[src/rtl/range_counter_pkg.sv]
// Package: shared types for the range counter.
// Assumes: nothing beyond IEEE 1800-2017.
package range_counter_pkg;

    // Source of the next count value chosen by the control decode.
    typedef enum logic [2:0] {
        NXT_HOLD  = 3'd0,
        NXT_ZERO  = 3'd1,
        NXT_LOAD  = 3'd2,
        NXT_START = 3'd3,
        NXT_INC   = 3'd4
    } nxt_sel_t;

endpackage

[src/rtl/range_counter_detect.sv]
// Module: range_counter_detect
// Decodes the all-ones state and equality of the count with the end value.
// Assumes: W >= 1; both outputs are purely combinational.
module range_counter_detect #(
    parameter int W = 4
) (
    input  logic [W-1:0] cnt,
    input  logic [W-1:0] end_val,
    output logic         at_top,
    output logic         at_end
);

    logic [W-1:0] and_chain;
    logic [W-1:0] eq_bit;

    // AND chain across the count bits gives the all-ones flag.
    genvar gi;
    generate
        for (gi = 0; gi < W; gi++) begin : g_bit
            if (gi == 0) begin : g_first
                assign and_chain[gi] = cnt[gi];
            end else begin : g_rest
                assign and_chain[gi] = and_chain[gi-1] & cnt[gi];
            end
            assign eq_bit[gi] = ~(cnt[gi] ^ end_val[gi]);
        end
    endgenerate

    // Collapse the per-bit results into the two flags.
    always_comb begin
        at_top = and_chain[W-1];
        at_end = &eq_bit;
    end

endmodule

[src/rtl/range_counter_incr.sv]
// Module: range_counter_incr
// Toggle-chain incrementer: bit i flips when all lower bits are one.
// Assumes: W >= 1; wraps from all ones to zero.
module range_counter_incr #(
    parameter int W = 4
) (
    input  logic [W-1:0] cnt,
    output logic [W-1:0] cnt_inc
);

    logic [W-1:0] tgl;

    // Build the toggle enables and the XOR outputs bit by bit.
    genvar gi;
    generate
        for (gi = 0; gi < W; gi++) begin : g_tgl
            if (gi == 0) begin : g_lsb
                assign tgl[gi] = 1'b1;
            end else begin : g_upper
                assign tgl[gi] = tgl[gi-1] & cnt[gi-1];
            end
            assign cnt_inc[gi] = cnt[gi] ^ tgl[gi];
        end
    endgenerate

endmodule

[src/rtl/range_counter_ctrl.sv]
// Module: range_counter_ctrl
// Chooses the next-value source: clear, then load, then enable; when
// enabled, end match wins over the all-ones reload.
// Assumes: reset is handled in the state register, not here.
module range_counter_ctrl
    import range_counter_pkg::*;
(
    input  logic     clr,
    input  logic     ld,
    input  logic     en,
    input  logic     start_mode,
    input  logic     end_mode,
    input  logic     at_top,
    input  logic     at_end,
    output nxt_sel_t sel
);

    // Priority decode of the next-value source.
    always_comb begin
        if (clr) begin
            sel = NXT_ZERO;
        end else if (ld) begin
            sel = NXT_LOAD;
        end else if (!en) begin
            sel = NXT_HOLD;
        end else if (end_mode && at_end) begin
            sel = start_mode ? NXT_START : NXT_ZERO;
        end else if (start_mode && at_top) begin
            sel = NXT_START;
        end else begin
            sel = NXT_INC;
        end
    end

endmodule

[src/rtl/range_counter_state.sv]
// Module: range_counter_state
// Count register with a synchronous active-low reset and a select mux.
// Assumes: sel is settled before the rising edge.
module range_counter_state
    import range_counter_pkg::*;
#(
    parameter int W = 4
) (
    input  logic         clk,
    input  logic         rst_n,
    input  nxt_sel_t     sel,
    input  logic [W-1:0] ld_val,
    input  logic [W-1:0] start_val,
    input  logic [W-1:0] cnt_inc,
    output logic [W-1:0] cnt
);

    localparam logic [W-1:0] ZERO = '0;

    // Register update: reset first, then the selected source.
    always_ff @(posedge clk) begin
        if (!rst_n) begin
            cnt <= ZERO;
        end else begin
            case (sel)
                NXT_ZERO:  cnt <= ZERO;
                NXT_LOAD:  cnt <= ld_val;
                NXT_START: cnt <= start_val;
                NXT_INC:   cnt <= cnt_inc;
                default:   cnt <= cnt;
            endcase
        end
    end

endmodule

[src/rtl/range_counter.sv]
// Module: range_counter
// Synchronous up-counter with clear, load, enable, carry for chaining,
// and optional start/end offsets that bound the counting range.
// Assumes: all control inputs are synchronous to clk.
module range_counter
    import range_counter_pkg::*;
#(
    parameter int W = 4
) (
    input  logic         clk,
    input  logic         rst_n,
    input  logic         clr,
    input  logic         ld,
    input  logic         en,
    input  logic [W-1:0] ld_val,
    input  logic [W-1:0] start_val,
    input  logic [W-1:0] end_val,
    input  logic         start_mode,
    input  logic         end_mode,
    output logic [W-1:0] count,
    output logic         carry
);

    logic [W-1:0] cnt_q;
    logic [W-1:0] cnt_inc;
    logic         at_top;
    logic         at_end;
    nxt_sel_t     sel;

    range_counter_detect #(.W(W)) u_detect (
        .cnt     (cnt_q),
        .end_val (end_val),
        .at_top  (at_top),
        .at_end  (at_end)
    );

    range_counter_incr #(.W(W)) u_incr (
        .cnt     (cnt_q),
        .cnt_inc (cnt_inc)
    );

    range_counter_ctrl u_ctrl (
        .clr        (clr),
        .ld         (ld),
        .en         (en),
        .start_mode (start_mode),
        .end_mode   (end_mode),
        .at_top     (at_top),
        .at_end     (at_end),
        .sel        (sel)
    );

    range_counter_state #(.W(W)) u_state (
        .clk       (clk),
        .rst_n     (rst_n),
        .sel       (sel),
        .ld_val    (ld_val),
        .start_val (start_val),
        .cnt_inc   (cnt_inc),
        .cnt       (cnt_q)
    );

    // Drive the ports from the register and the top-state decode.
    always_comb begin
        count = cnt_q;
        carry = at_top;
    end

endmodule

[config.mk]
export PLATFORM = sky130hd
export DESIGN_NAME = range_counter
export DESIGN_NICKNAME = d
export VERILOG_FILES = /design/src/rtl/range_counter_pkg.sv /design/src/rtl/range_counter_detect.sv /design/src/rtl/range_counter_incr.sv /design/src/rtl/range_counter_ctrl.sv /design/src/rtl/range_counter_state.sv /design/src/rtl/range_counter.sv
export SDC_FILE = /design/constraint.sdc
export NUM_CORES = 1
export LEC_CHECK = 0
export BUFFER_PORTS_ARGS = -buffer_cell sky130_fd_sc_hd__buf_2
export CAP_MARGIN = 20
export CORE_UTILIZATION = 29
export CTS_CLUSTER_SIZE = 12
export DETAILED_ROUTE_END_ITERATION = 8
export PLACE_DENSITY = 0.55
export SLEW_MARGIN = 20
export SYNTH_ARGS = -nofsm -noshare
export SYNTH_HDL_FRONTEND = slang
export SYNTH_SLANG_ARGS = --single-unit
[constraint.sdc]
create_clock -name clk -period 3.7 [get_ports clk]
set_input_delay 1.11 -clock clk [delete_from_list [all_inputs] [get_ports clk]]
set_output_delay 1.11 -clock clk [all_outputs]
set_load 0.05 [all_outputs]
==> results.cfg, run 1 <==
[sta]
finalHoldViolCount = 0
skew_ps = 4.196
finalWorstSetupSlack_ps = 1171
setup_tns_ps = 0
worst_slew_pin_slew_ps = 506.3
rsz0062_at_grt = false
drv_slew = 0
final.period_utilization_pct = 68.36
slew-limit-headroom_pct = 65.89
fin_crit_ps = 2529
fmax_mhz = 395.4
setup_viol = 0

[critical_path]
crit_required_ps = 2590
cp_cell_sequence = ha_1, ha_1, ha_1, buf_2
cp_top_family = adder cells
max_stage_delay_ps = 400
worst-path-buf-inv = 1
r2r_slack_ps = 1730
start_kind = register
crit_path_frequent_cell = ha_1
crit_fanout = 4
criticalPathCategory = reg2out
crit_slowest_cell = dfxtp_1
critPathArrivalTime_ps = 1420
end_kind = output port

[global_route]
grt_max_degree = 7
track_usage_pct = 16.06
grt_overflow = 0
first_global_vias = 413
grt_pass1_wl_mm = 1.614
antenna_found_initial = 0

[power]
power.density_nw_per_um2 = 258.9
p_total_mw = 0.1389
peakVddDrop_uv = 254.4
p_leak_nw = 0.2579

[layout]
antenna_cells = 0
largest_reg_flops = 4
final_cell_area_um2 = 536.8
finish.utilization_pct = 45.83
reg_top3 = u_state.cnt: 4 flops
layout-drive-gt1-share_pct = 36.62
nFillCells = 124
syn_to_final_growth_pct = 40.66
top_register = u_state.cnt
final_nets = 95

[clock_network]
clk_pin_slew_worst_paths_ps = 40
cts_root_buffer = clkbuf_4
clock_sinks = 4
post_cts_resized = 0
htree_levels = 1
clk_latency_ps = 230
cts_tree = built
cts_buffer_depth = 2
hold_buffers = 0
post_cts_buffers = 0
numCtsBuffers = 3

[place]
port-buffer-count = 23
dpl-instance-area_um2 = 514.2
gp_congestion = 0.7409
pre_cts_slack_ps = 1312

[synthesis]
synth.area.top_cells = dfxtp_1, ha_1, o32ai_1, xnor2_1, a222oi_1
synth_edf_count = 0
synth_cells = 45
synth_top_area_share_pct = 20.98
avgSynthCellArea_um2 = 8.480
syn_nets = 67
synth_area_leader_cell = dfxtp_1
mappedNetlistArea_um2 = 381.6
ys_seq_area_share_pct = 20.98
async_reset_ff_share_pct = 0
ys_seq_elements = 4
yosys_most_used_dff = dfxtp_1
synth.distinct_cells = 20
yosys_warnings = 0

[run]
drv_cap = 0

[route]
avgRoutedWirePerCell_um = 11.93
dr.pass1.iters = 4
drc = 0
drt_iter0_drc = 14
viasPerCell = 5.518
vias = 469
routed_wl_mm = 1.014
ant_nets = 0

[floorplanning]
dieWidth_um = 38.28
core_area_um2 = 1171
initial_utilization_pct = 32.59
rows = 12
fp.dieH_um = 38.28
dieArea_um2 = 1465
num_io_pins = 24

[hold_path]
min_path_type = reg2reg

[run_status]
outcome = finished, final reports clean
-- layer usage --
metal | part of all wire [%] | wire length, um | GRT usage (%) | vias up
li1 | - | - | - | 234
met1 | 45 | 461 | 19.15 | 219
met2 | 48 | 487 | 26.69 | 16
met3 | 6.4 | 65 | 8.721 | 0
met4 | 0 | 0 | 0 | 0
met5 | 0 | 0 | 0 | -
-- path summary, 6_finish.rpt --
check                 start  cells past startpoint        endpoint
max          u_state.cnt[0]                      4           carry
min          u_state.cnt[3]                      2  u_state.cnt[3]
max reg2reg  u_state.cnt[0]                      8  u_state.cnt[2]
min reg2reg  u_state.cnt[3]                      2  u_state.cnt[3]
-- power by group --
group / switching, mW / internal, mW
clock: 0.0154 / 0.0361
combinational: 0.0221 / 0.0182
sequential: 0.00212 / 0.0450
total: 0.0396 / 0.0993
-- synth_stat cells, drive strengths merged, types with 2 or more instances --
cell,instances
o32ai,4
dfxtp,4
a222oi,3
xnor2,4
inv,4
a22oi,4
nor2b,3
nand2,4
nand4,2
ha,3
-- kinds of logic (layout without fill, tap and decap cells) --
kind of cell    count (synthesis)  after routing  share of synthesized area, %
xor+xnor                        4              4                         9.179
buf+inv                         4             30                         3.933
simple gates                   14             14                         20.98
compound gates                 15             15                         32.46
fa+ha+maj                       3              3                         9.837
flops                           4              4                         20.98
mux                             1              1                         2.623
-- worst min-delay path, cell delays in order, from the launching register on --
cell and delay (ps):
dfxtp_1 380, a222oi_1 90, nor2b_1 100
-- area by class of cell --
class	count	area (um^2)	area share [%]
clock buffers	3	22.52	4.196
inverters	4	15.01	2.797
multi-input cells	37	286.5	53.38
flip-flops and latches	4	80.08	14.92
well taps	14	17.52	3.263
repair buffers	23	115.1	21.45
-- metrics by stage --
step / hold WS [ps] / cells
global placement: 604.5 / 82
detailed placement: 599.2 / 82
CTS: 607.7 / 85
global route: 656.7 / 85
finish: 610.3 / 85
floorplan: 825.1 / 45
-- cells in the final DEF (no fill, tap or decap), drive strengths merged --
cell type / synthesis / routed
and4b: 1 / 1
a21boi: 1 / 1
nor2b: 3 / 3
nand2b: 1 / 1
o211a: 1 / 1
o32ai: 4 / 4
mux2i: 1 / 1
nand2: 4 / 4
nor3: 1 / 1
a22oi: 4 / 4
clkbuf: 0 / 3
ha: 3 / 3
a222oi: 3 / 3
xnor2: 4 / 4
nand4: 2 / 2
buf: 0 / 23
nor3b: 1 / 1
a31oi: 1 / 1
nand3: 1 / 1
inv: 4 / 4
o21ai: 1 / 1
dfxtp: 4 / 4
No activity file was read; power rests on OpenSTA's default activity.
==> inputs of run 2 (changes only) <==
ABC_AREA = 1   (was not set)
clock period = 2.25 ns   (was 3.7 ns; I/O delays follow)
==> results.cfg, run 2 <==
[sta]
final.period_utilization_pct = 92.55
fmax_mhz = 480.2
skew_ps = 0.8621
fin_crit_ps = 2082
setup_tns_ps = 0
slew-limit-headroom_pct = 70.86
rsz0062_at_grt = false
setup_viol = 0
finalHoldViolCount = 0
fin_worst_hold_slack_ps = 585.0
worst_slew_pin_slew_ps = 433.8
drv_slew = 0
finalWorstSetupSlack_ps = 167.5

[synthesis]
synth_area_leader_cell = dfxtp_1
mappedNetlistArea_um2 = 460.4
synth_edf_count = 0
yosysMostFrequentCell = nand2_1
yosys_warnings = 0
ys_seq_area_share_pct = 17.39
syn_nets = 95
synth.distinct_cells = 20
async_reset_ff_share_pct = 0
synth.area.top_cells = dfxtp_1, nand2_1, inv_1, ha_1, nand2_2
synth_top_area_share_pct = 17.39
ys_seq_elements = 4
yosys_most_used_dff = dfxtp_1
avgSynthCellArea_um2 = 6.307
ys_top_cells_by_count = nand2_1, inv_1, nand2_2, nand4_1
synth_cells = 73

[floorplanning]
rows = 14
initial_utilization_pct = 30.92
core_area_um2 = 1489
num_io_pins = 24
dieWidth_um = 41.85
fp.dieH_um = 41.85
dieArea_um2 = 1751

[critical_path]
start_kind = register
crit_required_ps = 1570
criticalPathCategory = reg2out
end_kind = output port
crit_fanout = 6
critPathArrivalTime_ps = 1410

[clock_network]
clk_pin_slew_worst_paths_ps = 40
post_cts_resized = 0
hold_buffers = 0
htree_levels = 1
clock_sinks = 4
clk_latency_ps = 230
numCtsBuffers = 3
post_cts_buffers = 0
cts_tree = built
cts_root_buffer = clkbuf_4
cts_buffer_depth = 2

[layout]
largest_reg_flops = 4
final_common_cell = buf_2
nFillCells = 163
layout-drive-gt1-share_pct = 39.39
final_cell_mix = buf_2, nand2_1, inv_1, nand2_2, nand4_1
final_cells = 115
final_cell_area_um2 = 618.1
finish.utilization_pct = 41.51
top_register = u_state.cnt
reg_top3 = u_state.cnt: 4 flops
final_nets = 123
syn_to_final_growth_pct = 34.24
antenna_cells = 0

[power]
p_total_mw = 0.2475
peakVddDrop_uv = 297.2
p_leak_nw = 0.3486
power.density_nw_per_um2 = 400.4

[global_route]
grt_pass1_wl_mm = 1.580
first_global_vias = 418
track_usage_pct = 11.26
grt_max_degree = 7
grt_overflow = 0
antenna_found_initial = 0

[place]
dpl-instance-area_um2 = 595.6
gp_congestion = 0.7541
pre_cts_slack_ps = 403.1
dpl.hpwl_um = 835.5
dp.cells = 112
port-buffer-count = 23

[hold_path]
min_path_type = reg2reg

[route]
vias = 499
routed_wl_um = 942
avgRoutedWirePerCell_um = 8.191
ant_nets = 0
viasPerCell = 4.339
drc = 0
dr.pass1.iters = 2
drt_iter0_drc = 1

[run_status]
outcome = finished, final reports clean

[run]
drv_cap = 0
-- run 2: cell count changes in the layout (fill, tap and decap cells not counted), sizes merged, moves of 4 or more --
| cell | previous run | this run |
|---|---|---|
| a21oi | 0 | 5 |
| a22oi | 4 | 0 |
| inv | 4 | 15 |
| nand2 | 4 | 22 |
| nor2 | 0 | 7 |
| o32ai | 4 | 0 |
-- run 2: power by group --
group          leakage [nW]  switching [mW]  internal (mW)
Sequential           0.0327         0.00483         0.0752
Combinational         0.302          0.0503         0.0319
Clock                0.0138          0.0259         0.0594
Total                 0.349          0.0810          0.167
-- run 2: layout make-up --
type	instances	area [um^2]	area share, %
multi-input cells	51	312.8	50.61
repair buffers	23	115.1	18.62
flip-flops and latches	4	80.08	12.96
inverters	18	67.56	10.93
clock buffers	3	22.52	3.644
well taps	16	20.02	3.239
-- run 2: path summary, 6_finish.rpt --
path                  start        endpoint  slack (ps)  cells after the start
max          u_state.cnt[0]           carry         170                      4
min          u_state.cnt[3]  u_state.cnt[3]         580                      2
min reg2reg  u_state.cnt[3]  u_state.cnt[3]         580                      2
max reg2reg  u_state.cnt[0]  u_state.cnt[0]         430                     12
-- run 2: layer usage --
| metal | track usage (%) | up-vias | wire length [um] |
|---|---|---|---|
| li1 | - | 282 | - |
| met5 | 0 | - | 0 |
| met2 | 18.13 | 10 | 429 |
| met3 | 3.913 | 0 | 35 |
| met4 | 0 | 0 | 0 |
| met1 | 15.47 | 207 | 478 |
-- run 2: critical path, stage by stage, from the launching register on --
cell	delay (ps)
dfxtp_1	410
ha_1	190
ha_1	140
ha_1	170
buf_2	270
-- run 2: logic make-up (layout without fill, tap and decap cells) --
logic type,count (synthesis),after routing,share of synthesized area [%]
and+or+nand+nor,39,39,46.74
buffers and inverters,18,44,14.67
AOI/OAI and AO/OA,8,8,11.14
DFF,4,4,17.39
adders and majority gates,3,3,8.153
xor gates and xnor gates,1,1,1.903
